## config.mk

```make
export PLATFORM = sky130hd
export DESIGN_NAME = bcd_timekeeper
export DESIGN_NICKNAME = d
export VERILOG_FILES = /design/src/rtl/bcd_tk_pkg.sv /design/src/rtl/bcd_tk_divider.sv /design/src/rtl/bcd_tk_advance.sv /design/src/rtl/bcd_timekeeper.sv
export SDC_FILE = /design/constraint.sdc
export NUM_CORES = 1
export LEC_CHECK = 0
export BUFFER_PORTS_ARGS = -buffer_cell sky130_fd_sc_hd__buf_2
export CAP_MARGIN = 20
export CORE_MARGIN = 5
export CORE_UTILIZATION = 40
export DETAILED_ROUTE_END_ITERATION = 12
export SYNTH_ARGS = -nofsm -noshare
export SYNTH_HDL_FRONTEND = slang
export SYNTH_SLANG_ARGS = --single-unit
```

## constraint.sdc

```tcl
create_clock -name clk -period 7.9 [get_ports clk]
set_clock_uncertainty 0.05 [all_clocks]
set_input_delay 0.79 -clock clk [delete_from_list [all_inputs] [get_ports clk]]
set_output_delay 0.79 -clock clk [all_outputs]
set_load 0.005 [all_outputs]
```

## src/rtl/bcd_tk_pkg.sv

```systemverilog
package bcd_tk_pkg;

    localparam int unsigned NUM_REGS = 8;
    localparam int unsigned SEL_W    = $clog2(NUM_REGS);
    localparam int unsigned CTL_LOAD   = 7;
    localparam int unsigned CTL_FREEZE = 6;

    typedef logic [NUM_REGS-1:0][7:0] tk_bank_t;

    typedef struct packed {
        logic [1:0] cent;
        logic [7:0] year;
        logic [7:0] month;
        logic [7:0] date;
        logic [2:0] wday;
        logic [7:0] hour;
        logic [7:0] minute;
        logic [7:0] sec;
    } tk_time_t;

    typedef struct packed {
        tk_bank_t bank;
        tk_time_t tm;
    } tk_state_t;

    localparam tk_time_t TK_RESET = '{cent: 2'd0, year: 8'h00, month: 8'h01,
                                      date: 8'h01, wday: 3'd1, hour: 8'h00,
                                      minute: 8'h00, sec: 8'h00};

    function automatic logic [7:0] bcd_inc(input logic [7:0] v);
        if (v[3:0] == 4'd9) return {v[7:4] + 4'd1, 4'd0};
        return {v[7:4], v[3:0] + 4'd1};
    endfunction

    // multiple of four: (10*tens + ones) mod 4 == (2*tens + ones) mod 4
    function automatic logic is_leap(input logic [7:0] yr);
        logic [4:0] s;
        s = {yr[7:4], 1'b0} + {1'b0, yr[3:0]};
        return s[1:0] == 2'd0;
    endfunction

    function automatic logic [7:0] month_end(input logic [7:0] mon, input logic [7:0] yr);
        case (mon)
            8'h02:                      return is_leap(yr) ? 8'h29 : 8'h28;
            8'h04, 8'h06, 8'h09, 8'h11: return 8'h30;
            default:                    return 8'h31;
        endcase
    endfunction

    function automatic tk_bank_t to_bytes(input tk_time_t t);
        tk_bank_t b;
        b    = '0;
        b[1] = {1'b0, t.sec[6:0]};
        b[2] = {1'b0, t.minute[6:0]};
        b[3] = {2'b0, t.hour[5:0]};
        b[4] = {2'b0, t.cent, 1'b0, t.wday};
        b[5] = {2'b0, t.date[5:0]};
        b[6] = {3'b0, t.month[4:0]};
        b[7] = t.year;
        return b;
    endfunction

    function automatic tk_time_t from_bytes(input tk_bank_t b);
        tk_time_t t;
        t.sec    = {1'b0, b[1][6:0]};
        t.minute = {1'b0, b[2][6:0]};
        t.hour   = {2'b0, b[3][5:0]};
        t.wday   = b[4][2:0];
        t.cent   = b[4][5:4];
        t.date   = {2'b0, b[5][5:0]};
        t.month  = {3'b0, b[6][4:0]};
        t.year   = b[7];
        return t;
    endfunction

endpackage

```

## src/rtl/bcd_tk_divider.sv

```systemverilog
module bcd_tk_divider #(
    parameter int unsigned TICKS_PER_SEC = 4
) (
    input  logic clk,
    input  logic rst_n,
    input  logic tick_in,
    input  logic clear,
    output logic sec_strobe
);
    localparam int unsigned CW = (TICKS_PER_SEC > 1) ? $clog2(TICKS_PER_SEC) : 1;
    localparam logic [CW-1:0] LAST = CW'(TICKS_PER_SEC - 1);

    logic [CW-1:0] cnt_d, cnt_q;

    assign sec_strobe = tick_in && (cnt_q == LAST) && !clear;

    always_comb begin
        cnt_d = cnt_q;
        if (clear) begin
            cnt_d = '0;
        end else if (tick_in) begin
            cnt_d = (cnt_q == LAST) ? '0 : cnt_q + 1'b1;
        end
    end

    always_ff @(posedge clk or negedge rst_n) begin
        if (!rst_n) cnt_q <= '0;
        else        cnt_q <= cnt_d;
    end
endmodule

```

## src/rtl/bcd_tk_advance.sv

```systemverilog
module bcd_tk_advance
    import bcd_tk_pkg::*;
(
    input  tk_time_t cur,
    output tk_time_t nxt
);
    logic sec_wrap, min_wrap, hr_wrap, day_end, mon_wrap, yr_wrap;

    always_comb begin
        sec_wrap = cur.sec    == 8'h59;
        min_wrap = cur.minute == 8'h59;
        hr_wrap  = cur.hour   == 8'h23;
        day_end  = cur.date   == month_end(cur.month, cur.year);
        mon_wrap = cur.month  == 8'h12;
        yr_wrap  = cur.year   == 8'h99;

        nxt     = cur;
        nxt.sec = sec_wrap ? 8'h00 : bcd_inc(cur.sec);
        if (sec_wrap) begin
            nxt.minute = min_wrap ? 8'h00 : bcd_inc(cur.minute);
            if (min_wrap) begin
                nxt.hour = hr_wrap ? 8'h00 : bcd_inc(cur.hour);
                if (hr_wrap) begin
                    nxt.wday = (cur.wday == 3'd7) ? 3'd1 : cur.wday + 3'd1;
                    nxt.date = day_end ? 8'h01 : bcd_inc(cur.date);
                    if (day_end) begin
                        nxt.month = mon_wrap ? 8'h01 : bcd_inc(cur.month);
                        if (mon_wrap) begin
                            nxt.year = yr_wrap ? 8'h00 : bcd_inc(cur.year);
                            if (yr_wrap) nxt.cent = cur.cent + 2'd1;
                        end
                    end
                end
            end
        end
    end
endmodule

```

## src/rtl/bcd_timekeeper.sv

```systemverilog
module bcd_timekeeper
    import bcd_tk_pkg::*;
#(
    parameter int unsigned TICKS_PER_SEC = 4
) (
    input  logic             clk,
    input  logic             rst_n,
    input  logic             tick_in,
    input  logic             wr_en,
    input  logic [SEL_W-1:0] wr_sel,
    input  logic [7:0]       wr_data,
    input  logic [SEL_W-1:0] rd_sel,
    output logic [7:0]       rd_data
);
    tk_state_t st_d, st_q;
    tk_time_t  tm_next;
    tk_bank_t  fresh;
    tk_bank_t  bank_q;
    tk_time_t  tm_q;
    logic      sec_strobe;
    logic      ctl_wr, load_rel, frz_rel, refresh;

    assign ctl_wr   = wr_en && (wr_sel == SEL_W'(0));
    assign load_rel = ctl_wr && st_q.bank[0][CTL_LOAD] && !wr_data[CTL_LOAD];
    assign frz_rel  = ctl_wr && st_q.bank[0][CTL_FREEZE] && !wr_data[CTL_FREEZE];

    bcd_tk_divider #(.TICKS_PER_SEC(TICKS_PER_SEC)) i_divider (
        .clk        (clk),
        .rst_n      (rst_n),
        .tick_in    (tick_in),
        .clear      (load_rel),
        .sec_strobe (sec_strobe)
    );

    bcd_tk_advance i_advance (
        .cur (st_q.tm),
        .nxt (tm_next)
    );

    always_comb begin
        st_d = st_q;
        if (sec_strobe) st_d.tm = tm_next;
        if (wr_en) st_d.bank[wr_sel] = wr_data;
        if (load_rel) st_d.tm = from_bytes(st_q.bank);
        fresh   = to_bytes(st_d.tm);
        refresh = !load_rel && (st_d.bank[0][CTL_LOAD:CTL_FREEZE] == 2'b00)
                  && (sec_strobe || frz_rel);
        if (refresh) begin
            for (int i = 1; i < NUM_REGS; i++) begin
                if (!(wr_en && wr_sel == SEL_W'(i))) st_d.bank[i] = fresh[i];
            end
        end
    end

    always_ff @(posedge clk or negedge rst_n) begin
        if (!rst_n) begin
            st_q.tm   <= TK_RESET;
            st_q.bank <= to_bytes(TK_RESET);
        end else begin
            st_q <= st_d;
        end
    end

    assign rd_data = st_q.bank[rd_sel];
    assign bank_q  = st_q.bank;
    assign tm_q    = st_q.tm;
endmodule

```

# --- After elaboration in Yosys (flattened, before gate mapping) ---
# Cells that the tools add are included.
word_totals:
  reg_bits: 119
  word_cells: 176
  input_bits: 18
  out_inout_bits: 8
classes:
  reduce_logical: 41
  addsub: 16
  n_lt_le_gt_ge: 3
  mux: 67
  n_eq_ne: 26
ops:
  columns: ["op", "count"]
  rows:
  - ["two-way mux 8 bit", 27]
  - ["two-way mux 53 bit", 2]
  - ["bitwise mux 64 bit", 1]
  - ["two-way mux 64 bit", 1]
  - ["two-way mux 56 bit", 1]
  - ["adder 4 x 1 -> 4 bit (second input constant)", 12]
  - ["two-way mux 45 bit", 1]
  - ["two-way mux 37 bit", 1]
  - ["two-way mux 29 bit", 1]
  - ["binary-select mux 8 bit (select 3 bit)", 1]
  - ["demux 8 bit (select 3 bit)", 1]
  - ["equality test 4 bit (second input constant)", 6]
  - ["two-way mux 1 bit", 22]
  - ["two-way mux 18 bit", 1]
  - ["logical AND 1 bit", 17]
  - ["equality test 8 x 3 -> 1 bit (second input constant)", 2]
  - ["equality test 8 x 5 -> 1 bit (second input constant)", 2]
  - ["equality test 8 x 7 -> 1 bit (second input constant)", 2]
  - ["one-hot mux 8 bit (2 select lines)", 1]
  - ["equality test 3 bit (second input constant)", 5]
  - ["nonzero test 3 bit", 5]
  - ["nonzero test 2 bit", 6]
  - ["two-way mux 10 bit", 1]
  - ["equality test 8 x 2 -> 1 bit (second input constant)", 1]
  - ["24 further kinds", 33]

# --- Longest topological paths before layout ---
# Gate-level depths: netlist of the first run.
logic_depth:
  depth_word: 20
  mapped_depth: 12
  depth_no_buf: 10

# --- By module ---
# Synthesis of the first run repeated with hierarchy kept, for this count alone.
unflattened:
  hier_cells: 953
  area_unflattened_um2: 8732.1
modules_own_cells:
  columns: ["mod", "cells_each", "seq_area_each_um2", "n_inst", "area_each_um2"]
  rows:
  - ["bcd_timekeeper", 683, 2935.3, 1, 6925.4]
  - ["bcd_tk_advance", 260, 0.0, 1, 1699.1]
  - ["bcd_tk_divider", 10, 50.0, 1, 107.6]

# --- Worst setup path after synthesis of the first run ---
# OpenSTA, ideal clock, no wires.
synth_path:
  path_kind: "input port to output port"
  start: "input port rd_sel[0]"
  end: "output port rd_data[4]"
  arrival_time_ns: 2.496
  n_path_buf: 2
  t_required_ns: 7.060
  slack_ns: 4.564
  cell_stages: 4
  path_cell_list: "clkbuf_1 > buf_1 > mux4_2 > mux2_2"
synth_between:
  elab_chain_cells: 2
synth_lines:
  columns: ["element", "line_no", "source"]
  rows:
  - ["start, declared", "bcd_timekeeper.sv:12", "input logic [SEL_W-1:0] rd_sel,"]
  - ["binary-select mux 8 bit (select 3 bit)", "bcd_timekeeper.sv:64", "assign rd_data = st_q.bank[rd_sel];"]
  - ["two-way mux 8 bit (not written as such)", "bcd_timekeeper.sv:64", null]
  - ["end, declared", "bcd_timekeeper.sv:13", "output logic [7:0] rd_data"]
# Every way passes these cells. The select of a mux whose other input is x is not followed.

==> out/results.ini, run 1 <==
[cells_and_area]
synthToLayoutAreaGrowth_pct = 12.46
nets = 806
drive_gt1_share_pct = 15.08
antenna_cells = 0

[sta]
tightest_slew_ps = 880.1
setup_viol = 0
rsz0062_at_grt = false
slew_violations = 0
hold_viol = 0
fin_crit_ps = 3240
clock.fmax_mhz = 308.6
slew_headroom_pct = 41.33
post-route-period-util_pct = 41.02
tns_ps = 0
whs_ps = 382.5

[floorplan]
initial_core_util_pct = 40.51
num_rows = 48
die_w_um = 141.9
core_area_sq_um = 17180
dieHeight_um = 141.9
io_pins = 26
dieArea_sq_um = 20130

[power_and_ir_drop]
power_uw = 2352
power_leakage_uw = 0.003211
p_per_area_nw_per_um2 = 300.6
peakVddDrop_mv = 0.1724

[yosys]
synthMostInstantiatedCell = dfrtp_1
ys.flop_type = dfrtp_1
synthesis.area_sq_um = 6958
async_flop_share_pct = 100.0
synth_common_cells = 113 x dfrtp_1, 91 x nand2_1, 72 x nor2_1, 69 x o21ai_0, 59 x a21oi_1
muxShareOfSynthArea_pct = 10.93
ys_ff_latch = 119
synth_area_leader_cell = dfrtp_1
synth-simple-area-share_pct = 20.91
yosys.area_share.adder_pct = 4.496
synth_compound_area_share_pct = 16.36
synth_nets = 794
yosysWarnings = 0
synth-xor-area-share_pct = 0.8811
synthTopCellsByArea = dfrtp_1 41%, mux4_2 5.2%, o21ai_0 5.0%, nand2_1 4.9%, ha_1 4.5%
synth.avg_cell_area_sq_um = 9.265
ys_seq_area_share_pct = 42.91
synth_top_area_share_pct = 40.64
netlist_instances = 751
synth_top_family_by_area = simple AND/OR/NAND/NOR gates
netlist-cell-type-count = 70
synth-edff-count = 0

[clock_tree]
cts_hold_buf = 0
htreeDepth = 4
cts_buffers = 17
cts_tree = done
path_clk_slew_ps = 50
insertion_delay_ps = 420
cts.sinks = 119
cts-root-buf = clkbuf_16
cts_max_path_buffers = 2
post_cts_buffers = 0
cts_resized = 0

[routing]
route.met3.wl_um = 971
drtIter0Drc = 532
finalWirelength_mm = 19.82
wl_met1_mm = 9.062
dr_wl_met2_mm = 9.423
vias_per_cell = 5.861
wl_per_cell_um = 19.80
drc = 0
firstDrtPassIters = 5
routed.top_layer = met4
vias = 5867
ant_nets = 0

[global_route]
grt_pass1_vias = 5762
grt-ovfl-total = 0
grt.total_usage_pct = 20.18
grt_max_degree = 69
antenna_found_initial = 0
grt_pass1_wl_mm = 31.72

[worst_hold_path]
hold_class = input pin to async pin

[setup_path]
timing.reg2reg.setup_slack_ps = 4660
cp-start-kind = register
critPathCaptureType = register
crit_type = register to register
worstPathRequired_ps = 8140
path_max_fanout = 9
crit_arrival_ps = 3480
reg2reg_depth = 10

[placed_design]
dpl.hpwl_mm = 13.52
gp_congestion = 0.8584
portBuffers = 25

[job]
max_cap_viol_count = 0

[run_status]
status = complete, no violations

==> power by group <==
part / switching (uW) / internal, uW
clock network: 263 / 432
registers: 218 / 819
logic: 330 / 291
total: 811 / 1540
==> worst paths after layout <==
| kind | endpoint | from |
|---|---|---|
| setup / recovery | bank_q[51] | st_q[9] |
| hold / removal | st_q[23] | rst_n |
| setup reg to reg | bank_q[51] | st_q[9] |
| hold reg to reg | st_q[27] | bank_q[40] |
| max in group asynchronous | bank_q[10] | rst_n |
| min in group clk | st_q[27] | bank_q[40] |
==> layer usage <==
metal	global-route usage [%]	vias to the layer above
met5	0	-
li1	-	2758
met2	32.28	151
met4	6.263	0
met1	27.87	2927
met3	3.809	31
==> layout make-up <==
class / instances / area, sq um
fill: 1698 / 9351
sequential: 119 / 2985
clock buffer: 28 / 506.7
tap: 225 / 281.5
multi-input combinational: 571 / 3741
inverter: 19 / 71.32
timing repair buffer: 35 / 219.0
clock inverter: 4 / 20.02
==> flip-flops by register name, summed over array words and instances (netlist names), named ones only <==
| signal | flops |
|---|---|
| st_q | 53 |
| i_divider.cnt_q | 2 |
| bank_q | 58 |
==> layout by cell type (no fill, tap or decap), types with 9 or more instances in the layout <==
cell type,Yosys,routed
clkbuf_16,0,17
a21oi_1,59,59
mux2_2,16,16
buf_4,0,9
nor2_1,72,72
ha_1,25,25
mux4_2,16,16
inv_1,19,19
nor3_1,23,23
nand2_1,91,91
mux2i_1,22,22
dfrtp_1,113,113
or3_1,12,12
o21ai_0,69,69
nand4_1,9,9
a31oi_1,24,24
buf_2,5,24
nand3_1,29,28
==> kinds of logic after synthesis <==
kind of cell,count (synthesis)
simple gates,294
compound gates,191
flops,119
buf+inv,61
mux,54
fa+ha+maj,25
xor+xnor,7
==> critical path, cell delays in order, from the launching register on <==
cell and delay, ps:
dfrtp_1 400, inv_1 70, ha_1 130, and3b_1 400, nand2_2 140, or4_4 650
nand2b_4 220, a211oi_4 410, nand3_1 160, a221oi_2 330, o211ai_1 130
==> stage by stage <==
stage	cell area [sq um]	worst slack (ps)	cells	utilization, %
floorplan	6958	4564	751	-
global placement	7267	4478	967	42.31
detailed placement	7267	4383	967	42.31
CTS	7794	4651	999	45.37
global route	7825	4423	1001	45.56
finish	7825	4660	1001	45.56
Power figures use the tool's default switching activity.
==> inputs of run 2 (changes only) <==
Clock period 7.9 ns to 2.75 ns, I/O delays scaled along.
==> run 2 against run 1 <==
The flow now finishes with violations (setup timing). First-iteration DRC count increased by 18%. Core utilization increased by 3.8 points. Combinational power increased to 3.4 times the previous value. Flip-flop and latch count unchanged. Sequential share of layout area decreased by 2.9 points. Final cell count increased by 5.4%. Total power increased to 3.1 times the previous value. Die area unchanged. Count of clock-buffer cells in the layout decreased by 8. Fmax increased by 17%. Critical endpoint is now st_q[39]. Largest cell class unchanged.
==> out/results.ini, run 2 (synthesized netlist as in run 1, its figures left out) <==
[run_status]
status = finished, violations left
violations = setup timing

[clock_tree]
cts_max_path_buffers = 2  ; unchanged
path_clk_slew_ps = 50  ; about the same
insertion_delay_ps = 420  ; about the same
cts.sinks = 119  ; unchanged
cts_tree = done
htreeDepth = 4  ; unchanged
cts-root-buf = clkbuf_16
cts_buffers = 17  ; unchanged

[power_and_ir_drop]
peakVddDrop_mv = 0.5611  ; +230%
power_uw = 7290  ; +210%
p_per_area_nw_per_um2 = 859.7  ; +190%
power_leakage_uw = 0.003556  ; +11%

[floorplan]
dieHeight_um = 141.9  ; unchanged
dieArea_sq_um = 20130  ; unchanged
core_area_sq_um = 17180  ; unchanged
initial_core_util_pct = 40.51  ; unchanged
io_pins = 26  ; unchanged
num_rows = 48  ; unchanged
die_w_um = 141.9  ; unchanged

[setup_path]
crit_arrival_ps = 3020  ; -460 ps
crit_chain = nand4bb_1 -> o31ai_2 -> a32oi_2 -> or3_4 -> buf_6 -> a211oi_4 -> a21boi_2 -> o21ai_1 -> mux2_4
critPathCaptureType = register
crit_type = register to register
worstPathRequired_ps = 3000  ; -5140 ps
cp-start-kind = register
path_buf_inv = 1  ; unchanged
worst_path_largest_cell_delay_ps = 630  ; -20 ps
path_max_fanout = 7  ; -2
cpMaxStageDelayCell = dfstp_2
timing.reg2reg.setup_slack_ps = -30  ; -4690 ps
critPathTopFamily = compound AO/OA/AOI/OAI gates

[routing]
finalWirelength_mm = 21.30  ; +7.5%
vias = 6183  ; +5.4%
firstDrtPassIters = 5  ; unchanged
ant_nets = 0  ; unchanged
drc = 0  ; unchanged
vias_per_cell = 5.861  ; about the same
wl_per_cell_um = 20.18  ; +2.0%
drtIter0Drc = 628  ; +18%

[global_route]
grt_pass1_vias = 6199  ; +7.6%
grt.total_usage_pct = 21.30  ; +1.1 points
grt_max_degree = 56  ; -19%
grt-ovfl-total = 0  ; unchanged
grt_pass1_wl_mm = 33.55  ; +5.8%
antenna_found_initial = 0  ; unchanged

[placed_design]
dpl.hpwl_mm = 14.51  ; +7.3%
dp.cells = 1008  ; +4.2%
gp_congestion = 0.9120  ; +6.2%
dpl_cell_area_sq_um = 7600  ; +4.6%
portBuffers = 25  ; unchanged

[worst_hold_path]
hold_class = input pin to register

[cells_and_area]
drive_gt1_share_pct = 24.34  ; +9.3 points
multi_input_area_sq_um = 3895  ; +4.1%
antenna_cells = 0  ; unchanged
final_cells = 1055  ; +5.4%
synthToLayoutAreaGrowth_pct = 21.87
final_common_cell = dfrtp_1
regArea_sq_um = 2989  ; +0.13%
largest_register_ffs = 58  ; unchanged
nets = 862  ; +6.9%
nFillCells = 1562  ; -8.0%
final_cell_mix = 110 x dfrtp_1, 90 x nand2_1, 71 x nor2_1
final_cell_area_sq_um = 8479  ; +8.4%

[sta]
slew_headroom_pct = 47.73  ; +6.4 points
setup_viol = 7  ; +7
clock.fmax_mhz = 360.2  ; +17%
finalWorstSetupSlack_ps = -26.01  ; -4686 ps
rsz0062_at_grt = true
post-route-period-util_pct = 100.9  ; +60 points
slew_violations = 0  ; unchanged
fin_crit_ps = 2776  ; -464.3 ps
hold_viol = 0  ; unchanged
tightest_slew_ps = 781.2  ; -98.84 ps

[job]
max_cap_viol_count = 0  ; unchanged

[run 2: cell types whose count changed in the layout (fill, tap and decap cells not counted), sizes merged]
cell         before  now
buf              35   90
bufinv            0    3
clkbuf           28   20
clkinv            4    5
clkinvlp          0    2
dlygate4sd3       0    1
[run 2: worst paths after layout]
| check | depth (start not counted) | startpoint | to |
|---|---|---|---|
| min in group asynchronous | 2 | rst_n | st_q[18] |
| worst max-delay path | 9 | st_q[35] | st_q[39] |
| worst max register to register | 9 | st_q[35] | st_q[39] |
| worst min register to register | 2 | bank_q[40] | st_q[27] |
| worst min-delay path | 3 | wr_data[6] | bank_q[6] |
| max in group asynchronous | 3 | rst_n | bank_q[46] |
[run 2: routing by layer]
layer  GRT usage, %  vias to the layer above  part of all wire [%]
met4          7.323                        0                   2.9
met3          4.719                       37                   5.7
met1          27.99                     3074                    43
met2          34.87                      209                    48
li1               -                     2863                     -
met5              0                        -                     0
[run 2: repair_timing]
action	in CTS	in global routing
setup endpoints to repair	12	26
buffers inserted	10	7
hold buffers	1	0
pin swaps	8	24
endpoints found under the hold margin	29	0
gates resized for setup	9	32
[run 2: through the flow]
step | setup WS, ps | hold WS (ps) | TNS, ps | util, %
6_report | -26.01 | 110.3 | -93.12 | 49.37
5_1_grt | -90.01 | 99.83 | -1060 | 49.37
4_1_cts | -13.75 | 89.26 | -13.75 | 48.35
3_5_place_dp | -68.94 | 208.5 | -275.0 | 44.25
3_3_place_gp | 75.26 | 203.0 | 0 | 44.25
2_1_floorplan | -28.51 | -70.59 | -44.40 | -
[run 2: where the power goes]
group,switching (uW),internal [uW]
sequential,620,2350
clock,796,1430
combinational,1080,1010
[run 2: layout make-up]
cell class,instances,share of cell area [%]
multi-input cells,571,45.93
flip-flops and latches,119,35.25
repair buffers,91,7.850
clock buffers,20,5.268
well taps,225,3.320
clock inverters,10,1.535
inverters,19,0.8411
[run 2: worst reg2reg max path: cells and delay by family (launching register included)]
family                 cells  cell delay [ps]
muxes                      1              260
DFF                        1              630
buffers and inverters      1              150
and+or+nand+nor            2              650
AOI/OAI and AO/OA          5              910
==> inputs of run 3 (changes only) <==
Settings changed: CORE_UTILIZATION 40 to 56, PLACE_DENSITY from default to 0.76, RECOVER_POWER from default to 50.
==> run 3 against run 2 <==
The flow finishes with violations (capacitance limit, slew limit). Final cell count is 6.7% lower. Flip-flop and latch count stayed put. Sequential power hardly changed. Core utilization is 19 points higher. Highest routed layer unchanged. Global-route usage is 7.0 points higher. Fmax is 1.5% higher.
==> out/results.ini, run 3 (synthesized netlist as in run 1, its figures left out) <==
[cells_and_area]
synthToLayoutAreaGrowth_pct = 18.61
nFillCells = 935  ; -40%
final_cell_mix = 113 x dfrtp_1, 91 x nand2_1, 72 x nor2_1
nets = 846  ; -1.9%
final_cells = 984  ; -6.7%
multi_input_area_sq_um = 3822  ; -1.9%
final_common_cell = dfrtp_1
regArea_sq_um = 2985  ; -0.13%
antenna_cells = 0  ; unchanged
drive_gt1_share_pct = 21.32  ; -3.0 points
final_cell_area_sq_um = 8253  ; -2.7%
largest_register_ffs = 58  ; unchanged

[setup_path]
cpMaxStageDelayCell = or4_4
path_buf_inv = 1  ; unchanged
cp-startpoint = st_q[1]
crit_arrival_ps = 3000  ; -20 ps
worstPathRequired_ps = 3010  ; about the same
rr_startpoint = st_q[1]
path_max_fanout = 5  ; -2
cp-start-kind = register
crit_type = register to register
critPathCaptureType = register
crit_chain = inv_1 -> ha_2 -> and3b_2 -> nand2_2 -> or4_4 -> nand2b_4 -> a2111oi_4 -> nand4_1 -> xor2_1 -> o31ai_1
worst_path_largest_cell_delay_ps = 520  ; -110 ps
critPathTopFamily = simple AND/OR/NAND/NOR gates

[floorplan]
initial_core_util_pct = 57.45  ; +17 points
core_area_sq_um = 12110  ; -29%
io_pins = 26  ; unchanged
dieHeight_um = 121.5  ; -14%
die_w_um = 121.5  ; -14%
num_rows = 40  ; -17%
dieArea_sq_um = 14750  ; -27%

[sta]
hold_viol = 0  ; unchanged
rsz0062_at_grt = true
slew_violations = 33  ; +33
finalWorstSetupSlack_ps = 14.26  ; +40.27 ps
slew_headroom_pct = -23.23  ; -71 points
tightest_slew_ps = 1849  ; +1067 ps
setup_viol = 0  ; -7
post-route-period-util_pct = 99.48  ; -1.5 points
clock.fmax_mhz = 365.5  ; +1.5%
fin_crit_ps = 2736  ; -40.27 ps

[power_and_ir_drop]
power_uw = 7323  ; +0.46%
p_per_area_nw_per_um2 = 887.4  ; +3.2%
power_leakage_uw = 0.003476  ; -2.2%
peakVddDrop_mv = 0.6392  ; +14%

[routing]
wl_per_cell_um = 20.59  ; +2.0%
drtIter0Drc = 688  ; +9.6%
ant_nets = 0  ; unchanged
firstDrtPassIters = 5  ; unchanged
drc = 0  ; unchanged
finalWirelength_mm = 20.26  ; -4.8%
vias_per_cell = 6.427  ; +9.7%
vias = 6324  ; +2.3%

[clock_tree]
insertion_delay_ps = 430  ; about the same
cts.sinks = 119  ; unchanged
cts_tree = done
path_clk_slew_ps = 60  ; about the same
cts-root-buf = clkbuf_16
htreeDepth = 4  ; unchanged
cts_max_path_buffers = 2  ; unchanged
cts_buffers = 17  ; unchanged

[placed_design]
place_worst_setup_slack_ps = -16.59  ; +52.35 ps
portBuffers = 25  ; unchanged
dpl.hpwl_mm = 13.74  ; -5.3%
dp.cells = 941  ; -6.6%
gp_congestion = 0.9767  ; +7.1%
dpl_cell_area_sq_um = 7466  ; -1.8%

[run_status]
violations = capacitance limit, slew limit
status = finished, violations left

[worst_hold_path]
hp-start = wr_data[6]
hold_class = input pin to register

[global_route]
antenna_found_initial = 0  ; unchanged
grt-ovfl-total = 0  ; unchanged
grt_pass1_wl_mm = 32.33  ; -3.6%
grt_max_degree = 55  ; -1.8%
grt.total_usage_pct = 28.27  ; +7.0 points
grt_pass1_vias = 6192  ; -0.11%

[job]
max_cap_viol_count = 1  ; +1

## run 3: what timing repair did
item / in CTS / in global routing
cloned: 0 / 0
hold endpoints to repair: 30 / 0
pin swaps: 1 / 4
resized for setup: 3 / 25
endpoints found under the setup margin: 5 / 27
hold buffers: 1 / 0
setup buffers: 1 / 9
## run 3: layout make-up
class                      count  share of cell area, %
clock buffer                  22                  5.625
clock inverter                10                  1.819
inverter                      19                 0.8642
multi-input combinational    571                  46.32
sequential                   119                  36.17
tap                          168                  2.547
timing repair buffer          75                  6.656
## run 3: path summary, 6_finish.rpt
kind                               to  slack, ps  cells past startpoint
max                        bank_q[37]         10                     10
min                         bank_q[6]         90                      3
max reg2reg                bank_q[37]         10                     10
min reg2reg                  st_q[27]        420                      2
max in group asynchronous  bank_q[48]        500                      3
min in group asynchronous    st_q[18]        840                      2
## run 3: power breakdown
group / switching [uW] / leakage, uW / internal [uW]
Sequential: 612 / 0.00147 / 2350
Combinational: 1050 / 0.00170 / 964
Clock: 790 / 0.000307 / 1550
Total: 2460 / 0.00348 / 4870
## run 3: tightest hold or removal path, cell delays in order
cell and delay (ps):
buf_2 140, nand2_1 60, nand2_1 50
## run 3: per-stage QoR
stage / utilization, % / TNS, ps / hold slack (ps)
finish: 68.14 / 0 / 90.69
global route: 68.14 / -1717 / 107.3
CTS: 66.92 / 0 / 75.10
detailed placement: 61.64 / -36.30 / 200.8
global placement: 61.64 / 0 / 199.3
floorplan: - / -44.40 / -70.59
## run 3: routing by layer
metal	global-route usage, %	wire (um)
met1	37.63	8275
met2	44.97	9784
met4	11.06	561
met3	6.480	1642
met5	0	0
